--- config.mk ---
export PLATFORM = sky130hd
export DESIGN_NAME = bit_search_unit
export DESIGN_NICKNAME = d
export VERILOG_FILES = /design/src/rtl/bsu_pkg.sv /design/src/rtl/bsu_hit_gen.sv /design/src/rtl/bsu_lead_find.sv /design/src/rtl/bsu_result_reg.sv /design/src/rtl/bit_search_unit.sv
export SDC_FILE = /design/constraint.sdc
export NUM_CORES = 1
export LEC_CHECK = 0
export ABC_AREA = 1
export BUFFER_PORTS_ARGS = -buffer_cell sky130_fd_sc_hd__buf_4
export CORE_AREA = 2 2 59 61
export DETAILED_ROUTE_END_ITERATION = 12
export DIE_AREA = 0 0 61 63
export GPL_ROUTABILITY_DRIVEN = 0
export GPL_TIMING_DRIVEN = 1
export MAX_ROUTING_LAYER = met4
export PLACE_DENSITY = 0.77
export RECOVER_POWER = 100
export SLEW_MARGIN = 25
export SYNTH_ARGS = -nofsm -noshare
export SYNTH_HDL_FRONTEND = slang
export SYNTH_SLANG_ARGS = --single-unit
--- constraint.sdc ---
create_clock -name clk -period 3.2 [get_ports clk]
set_clock_uncertainty 0.2 [all_clocks]
set_input_delay 0.32 -clock clk [delete_from_list [all_inputs] [get_ports clk]]
set_output_delay 0.32 -clock clk [all_outputs]
set_load 0.05 [all_outputs]
--- src/rtl/bsu_pkg.sv ---
// Package: shared types for the bit search unit.
// Assumes: the mode field is two bits wide, and its code values are fixed by the interface.
package bsu_pkg;

    // Search criterion as carried on the write port
    typedef enum logic [1:0] {
        SRCH_ZERO   = 2'b00,
        SRCH_ONE    = 2'b01,
        SRCH_CHANGE = 2'b10,
        SRCH_RSVD   = 2'b11
    } srch_mode_e;

endpackage

--- src/rtl/bsu_hit_gen.sv ---
// Module: bsu_hit_gen
// Builds a per-bit qualification vector from the data word and the criterion.
// Bit i of hit_vec is set when data bit i qualifies under the selected mode.
// Assumes: the reserved code is handled as zero-detect; in change mode the top
// bit has no predecessor and so never qualifies.
module bsu_hit_gen
    import bsu_pkg::*;
#(
    parameter int DATA_W = 32
) (
    input  srch_mode_e          mode,
    input  logic [DATA_W-1:0]   data,
    output logic [DATA_W-1:0]   hit_vec
);

    logic [DATA_W-1:0] diff_vec;

    // Change vector: each bit compared with the bit above it
    genvar gi;
    generate
        for (gi = 0; gi < DATA_W - 1; gi++) begin : g_diff
            assign diff_vec[gi] = data[gi] ^ data[gi+1];
        end
    endgenerate
    assign diff_vec[DATA_W-1] = 1'b0;

    // Criterion select
    always_comb begin
        unique case (mode)
            SRCH_ONE:    hit_vec = data;
            SRCH_CHANGE: hit_vec = diff_vec;
            default:     hit_vec = ~data;
        endcase
    end

endmodule

--- src/rtl/bsu_lead_find.sv ---
// Module: bsu_lead_find
// Priority encoder that finds the highest set bit of a vector and returns its
// distance from the MSB. Reports DATA_W and found=0 for an all-zero vector.
// Assumes: POS_W is wide enough to hold DATA_W.
module bsu_lead_find #(
    parameter int DATA_W = 32,
    parameter int POS_W  = $clog2(DATA_W + 1)
) (
    input  logic [DATA_W-1:0] vec,
    output logic              found,
    output logic [POS_W-1:0]  pos
);

    // Upward sweep: the last set bit seen is the highest one
    always_comb begin
        found = 1'b0;
        pos   = POS_W'(DATA_W);
        for (int i = 0; i < DATA_W; i++) begin
            if (vec[i]) begin
                found = 1'b1;
                pos   = POS_W'(DATA_W - 1 - i);
            end
        end
    end

endmodule

--- src/rtl/bsu_result_reg.sv ---
// Module: bsu_result_reg
// Holds the search result. It loads on a write strobe and keeps its value otherwise.
// Assumes: synchronous active-low reset; the reset value is the "none" result.
module bsu_result_reg #(
    parameter int DATA_W = 32,
    parameter int POS_W  = $clog2(DATA_W + 1)
) (
    input  logic             clk,
    input  logic             rst_n,
    input  logic             load,
    input  logic             found,
    input  logic [POS_W-1:0] pos_in,
    output logic [POS_W-1:0] pos_q,
    output logic             none_q
);

    // Result storage with reset and load enable
    always_ff @(posedge clk) begin
        if (!rst_n) begin
            pos_q  <= POS_W'(DATA_W);
            none_q <= 1'b1;
        end else if (load) begin
            pos_q  <= pos_in;
            none_q <= ~found;
        end
    end

endmodule

--- src/rtl/bit_search_unit.sv ---
// Module: bit_search_unit (top)
// MSB-first bit search: the first zero, the first one or the first change
// in a data word. The result is registered one edge after the write strobe.
// Assumes: the inputs are synchronous to clk; rst_n is synchronous and active low.
module bit_search_unit
    import bsu_pkg::*;
#(
    parameter int DATA_W = 32,
    localparam int POS_W = $clog2(DATA_W + 1)
) (
    input  logic              clk,
    input  logic              rst_n,
    input  logic              wr_en,
    input  logic [1:0]        wr_mode,
    input  logic [DATA_W-1:0] wr_data,
    output logic [POS_W-1:0]  rd_pos,
    output logic              rd_none
);

    srch_mode_e        mode_sel;
    logic [DATA_W-1:0] hit_vec;
    logic              hit_found;
    logic [POS_W-1:0]  hit_pos;

    // Raw mode code mapped onto the enumerated type
    assign mode_sel = srch_mode_e'(wr_mode);

    bsu_hit_gen #(.DATA_W(DATA_W)) u_hit (
        .mode    (mode_sel),
        .data    (wr_data),
        .hit_vec (hit_vec)
    );

    bsu_lead_find #(.DATA_W(DATA_W), .POS_W(POS_W)) u_find (
        .vec   (hit_vec),
        .found (hit_found),
        .pos   (hit_pos)
    );

    bsu_result_reg #(.DATA_W(DATA_W), .POS_W(POS_W)) u_res (
        .clk    (clk),
        .rst_n  (rst_n),
        .load   (wr_en),
        .found  (hit_found),
        .pos_in (hit_pos),
        .pos_q  (rd_pos),
        .none_q (rd_none)
    );

endmodule

==> summary.md <==
| Metric | Value |
|---|---|
| Outcome | complete, no violations |
| Fmax | 0.356 GHz |
| Worst path bufs/invs | 4 |
| CP max FO | 10 |
| Post-Synth Simple-Gate Area | 47.0% |
| # IOs | 44 |
| Detailed Routing Iterations Pass 1 | 4 |
| Grt total ovfl | 0 |
| Fill cell count | 366 |
| Final hold vios | 0 |
| Max reg flops | 6 |
| Clock sink count | 6 |
| PwrDens | 246 nW/µm² |
| TritonCTS buffer count | 3 |
| Final std cells w/o fill | ~410 |
| Biggest regs | u_res.pos_q x6 |
| TritonCTS clock tree | built |
| GR Layer Usage met2 | 37.6% |
| Net count, final | 401 |
| Final Max Tran Viols | 0 |
| GRT Util Overall | 22.0% |
| Final setup viols | 0 |
| Synth Area per Inst | 4.87 µm² |
| Synth unique cells | 26 |
| DRT iter0 DRCs | about 110 |
| Via count | between 2000 and 2500 |
| FF+latch count, synth | 6 |
| CP required | 3.18 ns |
| Starting Density | between 40 and 50% |
| Drt via density | ~5.0 |
| Mapped Cells | approximately 320 |
| Post-Syn Area | 1540 µm² |
| Die extent in y | 63 µm |
| Mux contribution to synthesized area | 0% |
| Post-synthesis compound-gate area fraction | between 20% and 30% |
| H-tree levels | 1 |
| First-pass GRT wire length | ~6700 µm |
| Worst Path Arrival | 2.79 ns |
| Clk slew on worst S/H paths | 0.04 ns |
| # diodes | 0 |
| Worst Setup Start Kind | input port |
| FF/Latch Area | 120 µm² |
| Tmin final | 2.81 ns |
| Post-synth net total | between 300 and 400 |
| Post-DP HPWL | 3140 µm |
| Slowest CP cell | ha_1 |
| XOR/XNOR Fraction of Synth Area | 0% |
| Post-synthesis sequential area ratio | 7.79% |
| Max VDD drop | 0.141 mV |
| Worst-margin pin slew | slightly above 0.6 ns |
| DIE WIDTH | 61 µm |
| Final core utilization | between 50% and 60% |
| Reg2Reg Launch Point | u_res.pos_q[5] |
| Met1 GRT Util | 27.6% |
| Area growth syn-to-layout | 24.4% |
| Hold_ws | 0.185 ns |
| Multi-input gate area | approximately 1200 µm² |
| Row Count | 21 |
| Wire length per cell | 9.52 µm |
| Final TNS setup | 0 ns |
| Clock buffer depth | 2 |
| Final Cycle Share | about 88% |
| Post-Synth Adder-Cell Area | under 10% |
| Post-route DRC violation count | 0 |
| Crit path from | wr_mode[0] |
| Number of max-cap violations | 0 |
| Yosys warns | 0 |
| CTS root buf | clkbuf_4 |
| Final instance area | 1920 µm² |
| Rel. slew slack | between 50 and 60% |
| Clk Latency, worst-skew pair | roughly 0.25 ns |
| CP peak stage delay | around 0.38 ns |
| Cell count after placement | 402 |
| GRT busiest layer | met2 |
| Most flops, register | u_res.pos_q |
| Crit path max-delay family | simple AND/OR/NAND/NOR gates |
| RSZ-0062 raised after global routing | false |
| Cell leakage power | 1.03 nW |
| Dpl cell area | 1920 µm² |
| Setup crit end kind | flip-flop |
| Total Wirelength | 3860 µm |
| Critical hold path startpoint | rst_n |
| Pin count of the biggest net entering global routing | 36 |
| GRT met3 Usage | 3.11% |
| Die area | 3840 µm² |
| Core footprint | 3230 µm² |
| Final ANT Viol Nets | 0 |
| Vias in the first global route | 1692 |
| # port buffers | 43 |
| Largest family of logic cells by synthesized area | simple AND/OR/NAND/NOR gates |
| Hold WC Path Type | input port to flip-flop |
| Share of layout cells above drive strength 1 | between 10% and 20% |
| Antenna violations before repair | 0 |
| CP most frequent cell | nand2_1 |
| Type of the worst setup path | input port to flip-flop |
per-stage QoR:
step                setup slack [ns]  total power [mW]
floorplan                      0.457             0.312
global placement               0.158             0.402
detailed placement            0.0855             0.407
CTS                            0.336             0.479
global route                 0.00132             0.535
finish                         0.393             0.472
where the power goes:
| group | internal (mW) | total, mW | switching, mW |
|---|---|---|---|
| clock | 0.0424 | 0.0692 | 0.0268 |
| sequential | 0.0792 | 0.0813 | 0.00215 |
| combinational | 0.123 | 0.322 | 0.198 |
routing by layer:
layer / routed length (µm) / share of wire (%)
met1: 1740 / 45
met3: 188 / 4.9
met4: 0 / 0
met5: 0 / 0
met2: 1920 / 50
cells by family after synthesis:
logic type | count (synthesis)
AND/OR/NAND/NOR | 182
AO/OA/AOI/OAI | 73
buffers and inverters | 53
flip-flops | 6
adder cells (fa/ha/maj) | 3
layout make-up:
type / count / share of cell area [%]
clock buffer: 3 / 1.17
sequential: 6 / 6.26
inverter: 42 / 8.34
multi-input combinational: 258 / 62.8
timing repair buffer: 50 / 18.4
tap: 46 / 3.00
what timing repair did:
item,CTS,global route
hold buffers,0,0
setup buffers,0,0
endpoints found under the setup margin,0,1
gates resized for setup,0,2
Yosys cell counts:
library cell  instances  area share [%]
a21oi_1              33              11
a21oi_2               1            0.57
a31oi_1               2            0.81
buf_1                 2            0.49
buf_2                 5             1.6
buf_4                 3             1.5
clkbuf_1              1            0.24
dfxtp_1               6             7.8
ha_1                  3             2.4
inv_1                34             8.3
inv_2                 8             1.9
nand2_1              97              24
nand2_2               2            0.81
nand3_1              10             3.2
nor2_1               65              16
nor2_2                1            0.41
nor2_4                1            0.73
o211ai_1             21              10
o21ai_0               9             2.9
o21ai_1               1            0.32
o21ai_2               2             1.1
o21bai_1              1            0.49
o311ai_0              1            0.57
o31ai_1               2            0.97
or2_1                 2            0.81
or2_2                 4             1.6
worst min-delay path: cells and delay by family:
kind	cells	cell delay [ns]
buffers and inverters	2	0.17
AO/OA/AOI/OAI	1	0.11
final timing paths:
| check | endpoint | slack, ns | depth (start not counted) |
|---|---|---|---|
| worst max-delay path | u_res.pos_q[0] | 0.39 | 40 |
| worst min-delay path | u_res.pos_q[0] | 0.19 | 3 |
| worst max register to register | u_res.pos_q[5] | 2.37 | 2 |
| worst min register to register | u_res.pos_q[3] | 0.26 | 2 |
layout by cell type (no fill, tap or decap):
master	synthesis	final
nor2_1	65	65
o311ai_0	1	1
a21oi_2	1	1
nor2_4	1	1
a31oi_1	2	2
inv_2	8	7
nor2_2	1	1
inv_4	0	1
clkbuf_4	0	3
nand2_1	97	97
o21ai_2	2	2
inv_1	34	34
nand2_2	2	2
o21ai_0	9	9
nand3_1	10	10
o211ai_1	21	21
o21bai_1	1	1
dfxtp_1	6	6
buf_4	3	42
o21ai_1	1	1
a21oi_1	33	33
or2_1	2	2
clkbuf_1	1	7
o31ai_1	2	2
buf_6	0	1
or2_2	4	4
ha_1	3	3
Power figures use the tool's default switching activity.
